<file path="config.mk">
export PLATFORM = sky130hd
export DESIGN_NAME = pc_sequencer
export DESIGN_NICKNAME = d
export VERILOG_FILES = /design/src/rtl/pc_seq_pkg.sv /design/src/rtl/pc_seq_stack.sv /design/src/rtl/pc_seq_ctrl.sv /design/src/rtl/pc_sequencer.sv
export SDC_FILE = /design/constraint.sdc
export NUM_CORES = 1
export LEC_CHECK = 0
export BUFFER_PORTS_ARGS = -buffer_cell sky130_fd_sc_hd__buf_2
export CAP_MARGIN = 30
export CORE_ASPECT_RATIO = 1.25
export CORE_UTILIZATION = 35
export CTS_CLUSTER_DIAMETER = 60
export CTS_CLUSTER_SIZE = 25
export DETAILED_ROUTE_END_ITERATION = 10
export PLACE_DENSITY_LB_ADDON = 0.25
export RECOVER_POWER = 25
export SLEW_MARGIN = 10
export SYNTH_ARGS = -nofsm -noshare
export SYNTH_HDL_FRONTEND = slang
export SYNTH_HIERARCHICAL = 1
export SYNTH_SLANG_ARGS = --single-unit
</file>
<file path="constraint.sdc">
create_clock -name clk -period 4.6 [get_ports clk]
set_clock_uncertainty 0.2 [all_clocks]
set_input_delay 0.92 -clock clk [delete_from_list [all_inputs] [get_ports clk]]
set_output_delay 0.92 -clock clk [all_outputs]
set_load 0.01 [all_outputs]
</file>
<file path="src/rtl/pc_seq_pkg.sv">
package pc_seq_pkg;
    typedef enum logic [2:0] {
        CMD_HOLD = 3'd0,
        CMD_STEP = 3'd1,
        CMD_JUMP = 3'd2,
        CMD_CALL = 3'd3,
        CMD_RET  = 3'd4,
        CMD_RETI = 3'd5,
        CMD_BANK = 3'd6,
        CMD_IEN  = 3'd7
    } cmd_e;
endpackage

</file>
<file path="src/rtl/pc_seq_stack.sv">
module pc_seq_stack #(
    parameter int W     = 13,
    parameter int DEPTH = 7
) (
    input  logic         clk,
    input  logic         rst_n,
    input  logic         push,
    input  logic         pop,
    input  logic [W-1:0] push_data,
    output logic [W-1:0] top_data,
    output logic         full
);
    localparam int PW = (DEPTH > 1) ? $clog2(DEPTH) : 1;
    localparam int CW = $clog2(DEPTH + 1);

    typedef struct packed {
        logic [DEPTH-1:0][W-1:0] mem;
        logic [PW-1:0]           top;
        logic [CW-1:0]           cnt;
    } stk_t;

    stk_t          stk_q, stk_d;
    logic [PW-1:0] last_idx;
    logic [PW-1:0] next_idx;

    always_comb begin
        stk_d    = stk_q;
        last_idx = (stk_q.top == '0) ? PW'(DEPTH - 1) : stk_q.top - PW'(1);
        next_idx = (stk_q.top == PW'(DEPTH - 1)) ? '0 : stk_q.top + PW'(1);
        full     = (stk_q.cnt == CW'(DEPTH));
        top_data = (stk_q.cnt != '0) ? stk_q.mem[last_idx] : '0;
        if (push) begin
            stk_d.mem[stk_q.top] = push_data;
            stk_d.top            = next_idx;
            if (!full) stk_d.cnt = stk_q.cnt + CW'(1);
        end else if (pop && stk_q.cnt != '0) begin
            stk_d.top = last_idx;
            stk_d.cnt = stk_q.cnt - CW'(1);
        end
    end

    always_ff @(posedge clk) begin
        if (!rst_n) stk_q <= '0;
        else        stk_q <= stk_d;
    end
endmodule

</file>
<file path="src/rtl/pc_seq_ctrl.sv">
module pc_seq_ctrl
    import pc_seq_pkg::*;
#(
    parameter int              PC_W   = 12,
    parameter logic [PC_W-1:0] VECTOR = 12'h003
) (
    input  logic            clk,
    input  logic            rst_n,
    input  cmd_e            cmd,
    input  logic [PC_W-1:0] target,
    input  logic            sel,
    input  logic            step2,
    input  logic            irq,
    input  logic [PC_W:0]   stk_top,
    input  logic            stk_full,
    output logic            push,
    output logic            pop,
    output logic [PC_W:0]   push_data,
    output logic [PC_W:0]   fetch_addr,
    output logic            bank_sel,
    output logic            irq_en,
    output logic            ovf
);
    typedef struct packed {
        logic [PC_W-1:0] pc;
        logic            act;
        logic            sel;
        logic            ie;
        logic            ovf;
    } seq_t;

    seq_t            seq_q, seq_d;
    logic [PC_W-1:0] seq_pc;

    always_comb begin
        seq_d     = seq_q;
        push      = 1'b0;
        pop       = 1'b0;
        push_data = {seq_q.act, seq_q.pc};
        seq_pc    = seq_q.pc + (step2 ? PC_W'(2) : PC_W'(1));
        if (irq && seq_q.ie) begin
            push      = 1'b1;
            seq_d.pc  = VECTOR;
            seq_d.act = 1'b0;
            seq_d.ie  = 1'b0;
            if (stk_full) seq_d.ovf = 1'b1;
        end else begin
            unique case (cmd)
                CMD_STEP: seq_d.pc = seq_pc;
                CMD_JUMP: begin
                    seq_d.pc  = target;
                    seq_d.act = seq_q.sel;
                end
                CMD_CALL: begin
                    push      = 1'b1;
                    push_data = {seq_q.act, seq_q.pc + PC_W'(2)};
                    seq_d.pc  = target;
                    seq_d.act = seq_q.sel;
                    if (stk_full) seq_d.ovf = 1'b1;
                end
                CMD_RET: begin
                    pop                  = 1'b1;
                    {seq_d.act, seq_d.pc} = stk_top;
                end
                CMD_RETI: begin
                    pop                  = 1'b1;
                    {seq_d.act, seq_d.pc} = stk_top;
                    seq_d.ie             = 1'b1;
                end
                CMD_BANK: seq_d.sel = sel;
                CMD_IEN:  seq_d.ie  = sel;
                default: ;
            endcase
        end
    end

    always_ff @(posedge clk) begin
        if (!rst_n) seq_q <= '0;
        else        seq_q <= seq_d;
    end

    assign fetch_addr = {seq_q.act, seq_q.pc};
    assign bank_sel   = seq_q.sel;
    assign irq_en     = seq_q.ie;
    assign ovf        = seq_q.ovf;
endmodule

</file>
<file path="src/rtl/pc_sequencer.sv">
module pc_sequencer
    import pc_seq_pkg::*;
#(
    parameter int              PC_W   = 12,
    parameter int              DEPTH  = 7,
    parameter logic [PC_W-1:0] VECTOR = 12'h003
) (
    input  logic            clk,
    input  logic            rst_n,
    input  logic [2:0]      cmd_i,
    input  logic [PC_W-1:0] target_i,
    input  logic            sel_i,
    input  logic            step2_i,
    input  logic            irq_i,
    output logic [PC_W:0]   fetch_addr_o,
    output logic            bank_sel_o,
    output logic            irq_en_o,
    output logic            stack_ovf_o
);
    localparam int AW = PC_W + 1;

    logic          push, pop, stk_full;
    logic [AW-1:0] push_data, stk_top;

    pc_seq_ctrl #(.PC_W(PC_W), .VECTOR(VECTOR)) u_ctrl (
        .clk        (clk),
        .rst_n      (rst_n),
        .cmd        (cmd_e'(cmd_i)),
        .target     (target_i),
        .sel        (sel_i),
        .step2      (step2_i),
        .irq        (irq_i),
        .stk_top    (stk_top),
        .stk_full   (stk_full),
        .push       (push),
        .pop        (pop),
        .push_data  (push_data),
        .fetch_addr (fetch_addr_o),
        .bank_sel   (bank_sel_o),
        .irq_en     (irq_en_o),
        .ovf        (stack_ovf_o)
    );

    pc_seq_stack #(.W(AW), .DEPTH(DEPTH)) u_stack (
        .clk       (clk),
        .rst_n     (rst_n),
        .push      (push),
        .pop       (pop),
        .push_data (push_data),
        .top_data  (stk_top),
        .full      (stk_full)
    );
endmodule

</file>
==> impl_metrics.ini <==
[drt]
wl_mm = 17.19
dr.pass1.iters = 8
num_vias = 5321
wl_per_cell_um = 17.70
top_layer = met4
met1_length_mm = 7.515
drtIter0Drc = 517
route.met3.wl_um = 820
met2WireLength_mm = 8.479
ant_nets = 0
drc_errors = 2
viasPerCell = 5.480

[global_route]
track_usage = 0.1995
grt_overflow = 0
grt_pass1_vias = 5113
grt_pass1_wl_mm = 27.24
antenna_found_initial = 0
grt_max_degree = 104

[worst_setup_path]
crit_type = reg2reg
path_cells = inv_2 -> ha_1 -> nor3_4 -> a21oi_4 -> buf_4 -> mux2i_1 -> o21ai_1 -> and3_1 -> a221oi_1 -> a211oi_1
crit_fanout = 20
r2r-end = u_ctrl/fetch_addr[5]
reg2reg_from = u_stack/stk_q[3]
cp-end-kind = flip-flop
r2r_setup_slack_ns = 1.24
cp.required_ns = 4.67
reg2regPathDepth = 10
cp-start-kind = flip-flop
worstSetupStartpoint = u_stack/stk_q[3]
critPathSlowestCell = a21oi_4
slowest_delay_ns = 0.70
worstPathArrival_ns = 3.43

[clock_tree]
cts.sinks = 113
cts_max_path_buffers = 2
holdBufCountCts = 0
cts_resized = 0
clkLatencyLatePin_ns = 0.41
cts_tree = yes
cts_setup_buffers = 0
ctsRootBufferMaster = clkbuf_16
clkTransAtPathRegs_ns = 0.06
h-tree-depth = 4
numCtsBuffers = 17

[sta]
fmax_ghz = 0.2981
relSlewSlack = 0.3785
tns_ns = 0
slew_violations = 0
fin_crit_sh = 0.7294
hold_viol_final = 0
worst_slew_pin_slew_ns = 0.9291
setup_viol = 0
rsz0062_at_grt = false
finalCriticalPeriod_ns = 3.355

[synth]
synth_edf_count = 0
synth_ff_type = dfxtp_1
synth_fp_nets = 762
netlist_area_sq_um = 5959
yosysSeqAreaShare = 0.3796
ys_ff_latch = 113
yosysUniqueCellTypes = 60
syn_inst = 730
synthArstFlopShare = 0
avgSynthCellArea_sq_um = 8.164
ys_warn_count = 6

[die]
die_w_um = 118.7
fp.dieArea_sq_um = 17560
core_sq_um = 16710
rows = 53
start_util = 0.3566
die_y_um = 147.9
io-pin-count = 36

[hold_path]
whs_endpoint = u_stack/stk_q[30]
min_path_cells = 2
holdCritPathClass = reg2reg
hold_path_startpoint = u_stack/stk_q[30]

[run_status]
violations = design-rule violations
outcome = finished, violations left

[final_layout]
fin_cells = 971
seq_area_sq_um = 2262
fillCellCount = 1733
multiInputGateArea_sq_um = 3338
drive_gt1_frac = 0.1025
synthToLayoutAreaGrowth_pct = 12.45
final_nets = 770
diodes = 0
fin_area_sq_um = 6701

[power_and_ir_drop]
ir_drop_v = 0.0002295
p_leak_uw = 0.002386
p_per_area_nw_per_um2 = 393.8

[place]
place_inst = 939
place_area_sq_um = 6180
io_buffers = 35
place_congestion = 0.8563
hpwl_mm = 11.22

[run]
drv_cap = 0
through the flow:
stage	util	worst slack [ns]	hold slack [ns]	power (uW)
3_3_place_gp	0.3698	1.320	0.2406	1450
3_5_place_dp	0.3698	1.225	0.2473	1458
4_1_cts	0.4025	1.255	0.2543	2661
6_report	0.4010	1.245	0.2509	2639
2_1_floorplan	-	1.563	0.2344	1356
5_1_grt	0.4010	1.071	0.2711	2739
worst max-delay path by stage:
stage / end / cells after the start
2_1_floorplan: u_ctrl/fetch_addr[4] / 14
6_report: u_ctrl/fetch_addr[5] / 10
4_1_cts: u_ctrl/fetch_addr[5] / 10
5_1_grt: u_ctrl/fetch_addr[10] / 11
3_5_place_dp: u_stack/stk_q[2] / 8
3_3_place_gp: u_ctrl/fetch_addr[5] / 10
routing by layer:
layer | GRT usage | vias to the layer above
met4 | 0.08481 | 0
met1 | 0.2396 | 2547
met2 | 0.3532 | 171
li1 | - | 2570
met3 | 0.02894 | 33
met5 | 0 | -
cell usage in the layout (no fill, tap or decap), types with 3 or more instances in the layout:
cell type   Yosys  routed
nand2_1       205     205
dfxtp_1       113     113
a21boi_1       74      68
a21boi_0       21      27
a221oi_1       25      25
o21ai_1        23      23
nor2_1         21      20
mux2i_1        20      20
clkbuf_1       33      19
clkbuf_16       0      17
buf_2          12      16
and3_1         15      15
a31oi_1        15      15
buf_4           2      12
a21oi_1        11      11
xnor2_1        10      10
o21ai_0        10      10
ha_1           10      10
nand3_1         9       9
inv_1           8       8
xor2_1          6       6
a211oi_1        6       6
nor3_1          6       6
a221oi_2        6       6
nand4_1         5       5
nor2b_1         5       5
inv_6           0       4
clkinv_4        0       4
or3_1           4       4
clkinvlp_4      0       3
clkinv_2        0       3
and2_0          0       3
a221o_1         3       3
cells by family after synthesis:
kind of cell | count (synthesis) | share of synthesized area
mux | 21 | 0.03548
simple gates | 290 | 0.2125
xor+xnor | 16 | 0.02351
compound gates | 210 | 0.2608
buf+inv | 68 | 0.06047
flops | 113 | 0.3796
fa+ha+maj | 12 | 0.02771
power by group:
part           total [uW]  internal (uW)  switching, uW  leakage (uW)
clock                1200            707            492      0.000263
combinational         399            132            266       0.00121
sequential           1040           1000           37.7      0.000914
total                2640           1840            796       0.00239
final cells by class:
cell class | count | share of cell area
multi-input combinational | 549 | 0.4981
sequential | 113 | 0.3376
clock buffer | 18 | 0.06553
tap | 220 | 0.04108
timing repair buffer | 47 | 0.03603
clock inverter | 14 | 0.01606
inverter | 10 | 0.005601
critical path, delay by kind of cell (launching register included):
family	cells	cell delay, ns
AOI/OAI and AO/OA	4	1.12
and+or+nand+nor	2	0.27
buffers and inverters	2	0.60
muxes	1	0.31
adders and majority gates	1	0.39
DFF	1	0.32
Yosys cell counts, drive strengths merged (2+ instances only):
| master | count | area, sq um |
|---|---|---|
| a211oi | 6 | 45.04 |
| a21boi | 95 | 713.2 |
| a21oi | 12 | 71.32 |
| a221o | 3 | 30.03 |
| a221oi | 31 | 309.1 |
| a22oi | 2 | 15.01 |
| a311oi | 2 | 17.52 |
| a31oi | 15 | 93.84 |
| and2 | 5 | 31.28 |
| and3 | 15 | 93.84 |
| buf | 25 | 198.9 |
| clkbuf | 33 | 123.9 |
| dfxtp | 113 | 2262 |
| fa | 2 | 40.04 |
| ha | 10 | 125.1 |
| inv | 10 | 37.54 |
| mux2i | 20 | 200.2 |
| nand2 | 205 | 769.5 |
| nand3 | 9 | 45.04 |
| nand3b | 2 | 15.01 |
| nand4 | 5 | 31.28 |
| nor2 | 22 | 85.09 |
| nor2b | 6 | 40.04 |
| nor3 | 8 | 56.31 |
| o211ai | 2 | 15.01 |
| o21ai | 33 | 165.2 |
| o31ai | 2 | 15.01 |
| or3 | 4 | 25.02 |
| or4 | 2 | 18.77 |
| xnor2 | 10 | 87.58 |
| xor2 | 6 | 52.55 |
state kept, by name (all words and copies together), names as in the netlist:
signal / count
u_ctrl/irq_en: 1
u_ctrl/bank_sel: 1
u_ctrl/fetch_addr: 13
u_ctrl/ovf: 1
u_stack/stk_q: 97
Note: power is estimated with default switching activity, not from simulation.
